$ cat config.mk
export PLATFORM = sky130hd
export DESIGN_NAME = abort_route
export DESIGN_NICKNAME = d
export VERILOG_FILES = /design/src/rtl/abort_route.sv
export SDC_FILE = /design/constraint.sdc
export NUM_CORES = 1
export LEC_CHECK = 0
export BUFFER_PORTS_ARGS = -buffer_cell sky130_fd_sc_hd__buf_2
export CORE_AREA = 3 3 156 158
export CTS_CLUSTER_SIZE = 16
export DETAILED_ROUTE_END_ITERATION = 7
export DIE_AREA = 0 0 159 161
export PLACE_DENSITY = 0.59
export RECOVER_POWER = 100
export REMOVE_ABC_BUFFERS = 1
export SYNTH_ARGS = -nofsm -noshare
export SYNTH_HDL_FRONTEND = slang
export SYNTH_SLANG_ARGS = --single-unit
$ cat constraint.sdc
create_clock -name clk -period 2 [get_ports clk]
set_clock_uncertainty 0.2 [all_clocks]
set_input_delay 0.2 -clock clk [delete_from_list [all_inputs] [get_ports clk]]
set_output_delay 0.2 -clock clk [all_outputs]
set_load 0.005 [all_outputs]
$ cat src/rtl/abort_route.sv
module abort_route #(
  parameter int VA_W  = 64,
  parameter int IPA_W = 52
) (
  input  logic             clk,
  input  logic             rst,
  input  logic             in_valid,
  input  logic             fetch_side,
  input  logic             ext_abort,
  input  logic             async_abort,
  input  logic             stage2,
  input  logic             nv_reg_access,
  input  logic [1:0]       cur_lvl,
  input  logic             has_l3,
  input  logic             l2_enabled,
  input  logic             has_ras,
  input  logic             has_nv,
  input  logic             has_dfault,
  input  logic             cfg_ext_to_l3,
  input  logic             cfg_ext_sel,
  input  logic             cfg_trap_all,
  input  logic             cfg_trap_ext,
  input  logic [VA_W-1:0]  fault_va,
  input  logic             ipa_ok,
  input  logic             ipa_ns,
  input  logic [IPA_W-1:0] ipa_addr,
  input  logic [VA_W-1:0]  instr_pc,
  output logic             out_valid,
  output logic [1:0]       tgt_lvl,
  output logic [11:0]      vec_off,
  output logic [5:0]       exc_class,
  output logic [VA_W-1:0]  fault_va_q,
  output logic             ipa_valid,
  output logic             ipa_ns_q,
  output logic [IPA_W-1:0] ipa_q,
  output logic [VA_W-1:0]  ret_addr
);

  localparam logic [11:0] VEC_SPLIT = 12'h180;
  localparam logic [5:0]  EC_I_UP   = 6'h20;
  localparam logic [5:0]  EC_I_SAME = 6'h21;
  localparam logic [5:0]  EC_D_UP   = 6'h24;
  localparam logic [5:0]  EC_D_SAME = 6'h25;
  localparam logic [5:0]  EC_NV     = 6'h27;

  logic       low_lvl, nv_hit, to_l3, to_l2, rise;
  logic [1:0] lvl_n;
  logic [11:0] vec_n;
  logic [5:0] ec_n;

  assign low_lvl = (cur_lvl == 2'd0) || (cur_lvl == 2'd1);
  assign nv_hit  = has_nv && nv_reg_access && !fetch_side;
  assign to_l3   = has_l3 && cfg_ext_to_l3 && ext_abort;
  assign to_l2   = low_lvl && l2_enabled &&
                   (cfg_trap_all || (has_ras && cfg_trap_ext && ext_abort) ||
                    nv_hit || stage2);

  assign lvl_n = (cur_lvl == 2'd3 || to_l3) ? 2'd3 :
                 (cur_lvl == 2'd2 || to_l2) ? 2'd2 : 2'd1;

  assign vec_n = (has_dfault && ext_abort && cfg_ext_sel && lvl_n == 2'd3)
                 ? VEC_SPLIT : 12'h000;

  assign rise = lvl_n > cur_lvl;
  assign ec_n = nv_hit     ? EC_NV :
                fetch_side ? (rise ? EC_I_UP : EC_I_SAME) :
                             (rise ? EC_D_UP : EC_D_SAME);

  always_ff @(posedge clk) begin
    if (rst) begin
      out_valid  <= 1'b0;
      tgt_lvl    <= '0;
      vec_off    <= '0;
      exc_class  <= '0;
      fault_va_q <= '0;
      ipa_valid  <= 1'b0;
      ipa_ns_q   <= 1'b0;
      ipa_q      <= '0;
      ret_addr   <= '0;
    end else begin
      out_valid <= in_valid;
      if (in_valid) begin
        tgt_lvl    <= lvl_n;
        vec_off    <= vec_n;
        exc_class  <= ec_n;
        fault_va_q <= fault_va;
        ipa_valid  <= ipa_ok;
        ipa_ns_q   <= ipa_ok && ipa_ns;
        ipa_q      <= ipa_ok ? ipa_addr : '0;
        ret_addr   <= instr_pc;
      end
    end
  end

endmodule


# --- After elaboration in Yosys (flattened, before gate mapping) ---
# Cells that the tools add are included.
word_totals:
  word_cells: 42
  ff_bits: 203
op_classes:
  eq_ne: 4
  mux: 8
  order_cmp: 1
  n_reduce_logical: 20
ops:
  columns: ["operator", "count"]
  rows:
  - ["$mux 52", 1]
  - ["$logic_and 1x1->1", 12]
  - ["$mux 9", 1]
  - ["$eq 2x2->1 const B", 3]
  - ["$logic_or 1x1->1", 6]
  - ["$mux 3", 2]
  - ["$mux 2", 2]
  - ["$eq 2x1->1 const B", 1]
  - ["$gt 2x2->1", 1]
  - ["$logic_not 2->1", 1]
  - ["$mux 1", 2]
  - ["$logic_not 1->1", 1]

# --- Logic depth before layout (Yosys ltp) ---
# Gate-level depths: netlist (run 1).
logic_depth:
  ltp_word: 13
  mapped_depth: 9

# --- Worst setup path after synthesis (run 1) ---
# Ideal clock, no wire load.
synth_timing:
  kind: "input to register"
  from: "input cur_lvl[0]"
  to: "register exc_class[0]"
  path_stages: 8
  setup_ns: 0.074
  arrival_time_ns: 1.323
  slack_ns: 0.403
  path_buffers: 0
  cell_sequence: "and2b_1 nor3_1 a31o_2 nand2_1 ha_1 a21oi_1 a21oi_1 a31oi_1"
synth_via:
  elab_chain_len: 11
synth_rtl:
  columns: ["element", "line", "source"]
  rows:
  - ["start, declared", "13", "input logic [1:0] cur_lvl,"]
  - ["$eq 2x1->1 or $logic_not 2->1 (tied branches)", "51", "assign low_lvl = (cur_lvl == 2'd0) || (cur_lvl == 2'd1);"]
  - ["$logic_or 1x1->1", "51", null]
  - ["$logic_and 1x1->1 (2 in series)", "54", "assign to_l2 = low_lvl && l2_enabled &&"]
  - ["$logic_or 1x1->1", "59", "(cur_lvl == 2'd2 || to_l2) ? 2'd2 : 2'd1;"]
  - ["$mux 2", "59", null]
  - ["$mux 2 *", "58", "assign lvl_n = (cur_lvl == 2'd3 || to_l3) ? 2'd3 :"]
  - ["net lvl_n[1]", "47", "logic [1:0] lvl_n;"]
  - ["$gt 2x2->1 *", "64", "assign rise = lvl_n > cur_lvl;"]
  - ["$mux 1", "66, 67", null]
  - ["$mux 3 *", "66", "fetch_side ? (rise ? EC_I_UP : EC_I_SAME) :"]
  - ["$mux 3 *", "65", "assign ec_n = nv_hit ? EC_NV :"]
  - ["end signal, assigned", "85", "exc_class <= ec_n;"]
  - ["end, declared", "31", "output logic [5:0] exc_class,"]
# Mark *: on every way through the listed nets, which the timed path passes. The rest lies on a longest branch.
# A chain may end at the register's enable or synchronous reset.

==> results of run 1 <==
==> metal layers <==
metal	GRT usage	vias up	wire length, um
met4	0.0661	0	639
li1	-	3364	-
met3	0.0692	41	2010
met2	0.332	327	12300
met5	0	-	0
met1	0.213	3239	10100
==> sequential cells by signal, indices dropped and copies added, names as in the netlist <==
signal,flops
fault_va_q,64
ret_addr,64
tgt_lvl,2
out_valid,1
ipa_valid,1
vec_off,1
ipa_ns_q,1
ipa_q,52
exc_class,4
==> report_power, final <==
part / total [W] / switching [W] / internal (W)
Sequential: 0.00410 / 0.000112 / 0.00399
Clock: 0.00329 / 0.00160 / 0.00168
Combinational: 0.00133 / 0.000588 / 0.000746
==> logic make-up (layout without fill, tap and decap cells) <==
logic type	count (synthesis)	count (layout)	synth area share
muxes	128	128	0.190
DFF	190	190	0.564
other	1	12	0.000556
adders and majority gates	2	2	0.00371
and+or+nand+nor	201	201	0.114
buffers and inverters	65	656	0.0558
AOI/OAI and AO/OA	66	66	0.0721
==> worst paths after layout <==
path	to	slack [ps]	cells past startpoint
setup / recovery	fault_va_q[8]	130	5
hold / removal	fault_va_q[40]	-40	2
setup reg to reg	fault_va_q[35]	490	3
hold reg to reg	exc_class[5]	270	2
==> timing repair <==
action / in CTS / in global routing
endpoints found under the hold margin: 184 / 0
setup endpoints to repair: 0 / 6
hold buffers: 225 / 0
==> worst register-to-register path: cells and delay by family (launching register included) <==
| kind | cells | cell delay (ps) |
|---|---|---|
| buffers and inverters | 1 | 600 |
| and+or+nand+nor | 1 | 80 |
| DFF | 1 | 330 |
| muxes | 1 | 170 |
==> cell type report <==
cell class	instances	area, um2
multi-input cells	409	2610
repair buffers	620	4140
fillers	2160	11700
flip-flops and latches	190	3800
inverters	4	15.0
clock buffers	19	443
well taps	319	399
clock inverters	13	120
==> metrics by stage <==
| stage | instances | setup slack [ps] |
|---|---|---|
| floorplan | 603 | 308 |
| global placement | 1323 | 165 |
| detailed placement | 1323 | 200 |
| CTS | 1580 | 29.0 |
| global route | 1574 | 84.9 |
| finish | 1574 | 132 |
==> placed cells by master, fill, tap and decap left out, types with 5 or more instances in the layout <==
cell type and count:
clkinv_4 5, dfxtp_1 190, clkbuf_1 153, a22oi_1 53
conb_1 12, buf_12 7, buf_2 235, nor2_1 192
mux2i_1 128, a21oi_1 5, dlygate4sd3_1 219, clkbuf_16 17
==> impl_metrics.toml, run 1 <==
[synthesis]
ys_warn_count = 0
synth-main-ff-cell = "dfxtp_1"
yosys.area.top_type = "dfxtp_1"
ys_seq_area_frac = 0.564
synth.most_common_cell = "nor2_1"
yosysUniqueCellTypes = 28
avgSynthCellArea_um2 = 10.3
synth_edf_count = 0
synth_area_leaders = "dfxtp_1 56%, mux2i_1 19%, nor2_1 11%"
synthArstFlopShare = 0
netlist_instances = 653
synth_area_mm2 = 0.00675
synth_common_cells = "192 x nor2_1, 190 x dfxtp_1, 128 x mux2i_1"
netlist.area_leader.share = 0.564
ys_ff_latch = 190

[cells_and_area]
area_growth_pct = 70.8
num-nets-final = 1445
drive_gt1_frac = 0.224
fin_util = 0.495
antenna_cells = 0
postLayoutCellArea_mm2 = 0.0115

[timing]
tightest_slew_ps = 687
fin_hold_ws_ps = -35.3
clock.fmax_ghz = 0.535
setup_viol_count_final = 0
fin_crit_sh = 0.934
relSlewSlack = 0.541
hold_violations = 1
final_max_slew_viol_count = 0
rsz0062_at_grt = "no"
setup_tns_ps = 0
period_minus_slack_ps = 1870

[clocking]
path_clk_slew_ps = 80
cts-htree-levels = 4
cts_buffers = 17
cts_root_buf = "clkbuf_16"
clockBufferDepth = 2
cts_tree = "done"
cts_sinks = 190
clk-insertion-delay-late_ps = 420
cts_resized = 0
postCtsSetupRepairBufs = 0

[floorplan]
die_h_um = 161
die_w_um = 159
core-area_mm2 = 0.0233
start_util = 0.290
dieArea_mm2 = 0.0256
num_rows = 56
num_io_pins = 404

[setup_path]
path_cells = "buf_6 -> buf_4 -> mux2i_1 -> nor2_1 -> dlygate4sd3_1"
crit_start = "in_valid"
crit_fanout = 33
cpPeakStageDelay_ps = 580
crit_slowest_cell = "dlygate4sd3_1"
required_ps = 2100
worstReg2RegStart = "fault_va_q[35]"
worstPathArrival_ps = 1970
cp-start-kind = "input port"
end_kind = "register"
crit_family = "buffers and inverters"
critPathKind = "input port to register"
critPathBufInv = 3

[power_and_ir_drop]
power.leakage_nw = 5.38
p_per_area_mw_per_mm2 = 757
finalPower_w = 0.00872
irDropWorstVdd_v = 0.000420

[status]
violations = "negative hold slack"
status = "complete, but fails checks"

[grt]
gr-total-overflow = 0
grt_pass1_vias = 7367
grt.total_usage = 0.189
antenna_found_initial = 0
grt_max_degree = 55
grt_pass1_wl_um = 39500

[placed_design]
dp_hpwl_um = 14900
port-buffer-count = 390
gp_congestion = 0.757
placed_cell_area_mm2 = 0.00896

[routing]
ant_nets = 0
route.detailed.drc = 0
drt_pre_antenna_iters = 5
routed_wl_um = 25000
drt_iter0_drc = 424
wl_per_cell_um = 15.9
vias = 6971
via_per_inst = 4.43

[hold_path]
hp-class = "input port to register"
min_from = "rst"

[flow_run]
max_cap_violations = 0
(Power assumes the default switching activity.)
==> run 2: changes to the inputs <==
--- a/config.mk
+++ b/config.mk
@@ -10,8 +10,8 @@
 export CTS_CLUSTER_SIZE = 16
 export DETAILED_ROUTE_END_ITERATION = 7
 export DIE_AREA = 0 0 159 161
-export PLACE_DENSITY = 0.59
-export RECOVER_POWER = 100
+export PLACE_DENSITY = 0.6
+export RECOVER_POWER = 50
 export REMOVE_ABC_BUFFERS = 1
 export SYNTH_ARGS = -nofsm -noshare
 export SYNTH_HDL_FRONTEND = slang
==> constraint.sdc (replaced) <==
create_clock -name clk -period 1.6 [get_ports clk]
set_clock_uncertainty 0.2 [all_clocks]
set_input_delay 0.16 -clock clk [delete_from_list [all_inputs] [get_ports clk]]
set_output_delay 0.16 -clock clk [all_outputs]
set_load 0.005 [all_outputs]
==> impl_metrics.toml, run 2 (synthesis results as in run 1) <==
[status]
status = "complete, no violations"

[grt]
antenna_found_initial = 0
gr-total-overflow = 0
grt.total_usage = 0.186
grt_pass1_vias = 7411
grt_max_degree = 48
grt_pass1_wl_um = 39000

[routing]
drt_iter0_drc = 447
routed_wl_um = 24300
wl_per_cell_um = 15.3
vias = 6941
drt_pre_antenna_iters = 5
via_per_inst = 4.38
ant_nets = 0
route.detailed.drc = 0

[floorplan]
num_rows = 56
core-area_mm2 = 0.0233
die_w_um = 159
num_io_pins = 404
die_h_um = 161
dieArea_mm2 = 0.0256
start_util = 0.290

[placed_design]
port-buffer-count = 390
gp_congestion = 0.789
dp_hpwl_um = 15300

[setup_path]
required_ps = 1760
crit_fanout = 36
reg2reg_depth = 3
worstPathArrival_ps = 1720
critPathKind = "input port to register"
cp-start-kind = "input port"
end_kind = "register"

[clocking]
cts_tree = "done"
clk-insertion-delay-late_ps = 410
path_clk_slew_ps = 70
cts_root_buf = "clkbuf_16"
clockBufferDepth = 2
cts_buffers = 17
postCtsSetupRepairBufs = 0
cts_sinks = 190
cts-htree-levels = 4

[timing]
setup_viol_count_final = 0
hold_violations = 0
relSlewSlack = 0.662
tightest_slew_ps = 506
rsz0062_at_grt = "no"
period_minus_slack_ps = 1560
clock.fmax_ghz = 0.642
final_max_slew_viol_count = 0
fin_crit_sh = 0.974
setup_tns_ps = 0

[cells_and_area]
fin_util = 0.504
antenna_cells = 0
layout_commonest_cell = "buf_2"
num-nets-final = 1455
top_regs = "fault_va_q x64, ret_addr x64, ipa_q x52"
fill_cells = 2084
multiInputGateArea_mm2 = 0.00262
drive_gt1_frac = 0.329
seqCellArea_mm2 = 0.00380
area_growth_pct = 73.9
layout_common_cells = "349 x buf_2, 211 x dlygate4sd3_1, 192 x nor2_1"

[power_and_ir_drop]
p_per_area_mw_per_mm2 = 938
irDropWorstVdd_v = 0.000717
finalPower_w = 0.0110
power.leakage_nw = 5.86

[hold_path]
hp-class = "input port to register"
min_path_cells = 3

[flow_run]
max_cap_violations = 0
## run 2: metal layers
metal,vias to the layer above,part of all wire,GRT usage
li1,3375,-,-
met1,3197,0.40,0.214
met3,41,0.081,0.0644
met4,0,0.026,0.0585
met2,328,0.49,0.327
met5,-,0,0
## run 2: report_power, final
group | leakage (nW) | internal (W) | total, W | switching (W)
registers | 1.56 | 0.00498 | 0.00512 | 0.000136
logic | 4.01 | 0.000979 | 0.00171 | 0.000726
clock network | 0.285 | 0.00216 | 0.00417 | 0.00202
total | 5.86 | 0.00812 | 0.0110 | 0.00288
## run 2: final timing paths
kind                start            to  slack [ps]
min reg2reg  exc_class[5]  exc_class[5]         280
max reg2reg      ipa_q[8]      ipa_q[8]         190
min              in_valid  exc_class[0]          60
max                   rst  exc_class[2]          40
## run 2: final cells by class
cell class,count,share of cell area
Tap cell,319,0.0340
Clock inverter,12,0.0107
Multi-Input combinational cell,409,0.223
Clock buffer,20,0.0389
Sequential cell,190,0.324
Inverter,4,0.00128
Timing Repair Buffer,630,0.368
## run 2: timing repair
| action | CTS | global route |
|---|---|---|
| hold buffers | 211 | 0 |
| hold endpoints to repair | 185 | 0 |
| setup endpoints to repair | 0 | 16 |
| resized for setup | 0 | 5 |
## run 2: worst max-delay path: stages
cell and delay [ps]:
dlygate4sd3_1 580, buf_12 180, a211oi_2 200, dlygate4sd3_1 570
## run 2: stage by stage
| step | cells | hold slack, ps | area [um2] | worst slack (ps) |
|---|---|---|---|---|
| 4_1_cts | 1584 | 51.9 | 11800 | 38.1 |
| 2_1_floorplan | 603 | 26.7 | 6430 | -52.0 |
| 6_report | 1584 | 59.0 | 11700 | 41.5 |
| 3_5_place_dp | 1341 | 165 | 9080 | -177 |
| 3_3_place_gp | 1341 | 157 | 9080 | -128 |
| 5_1_grt | 1584 | 59.2 | 11700 | 8.55 |
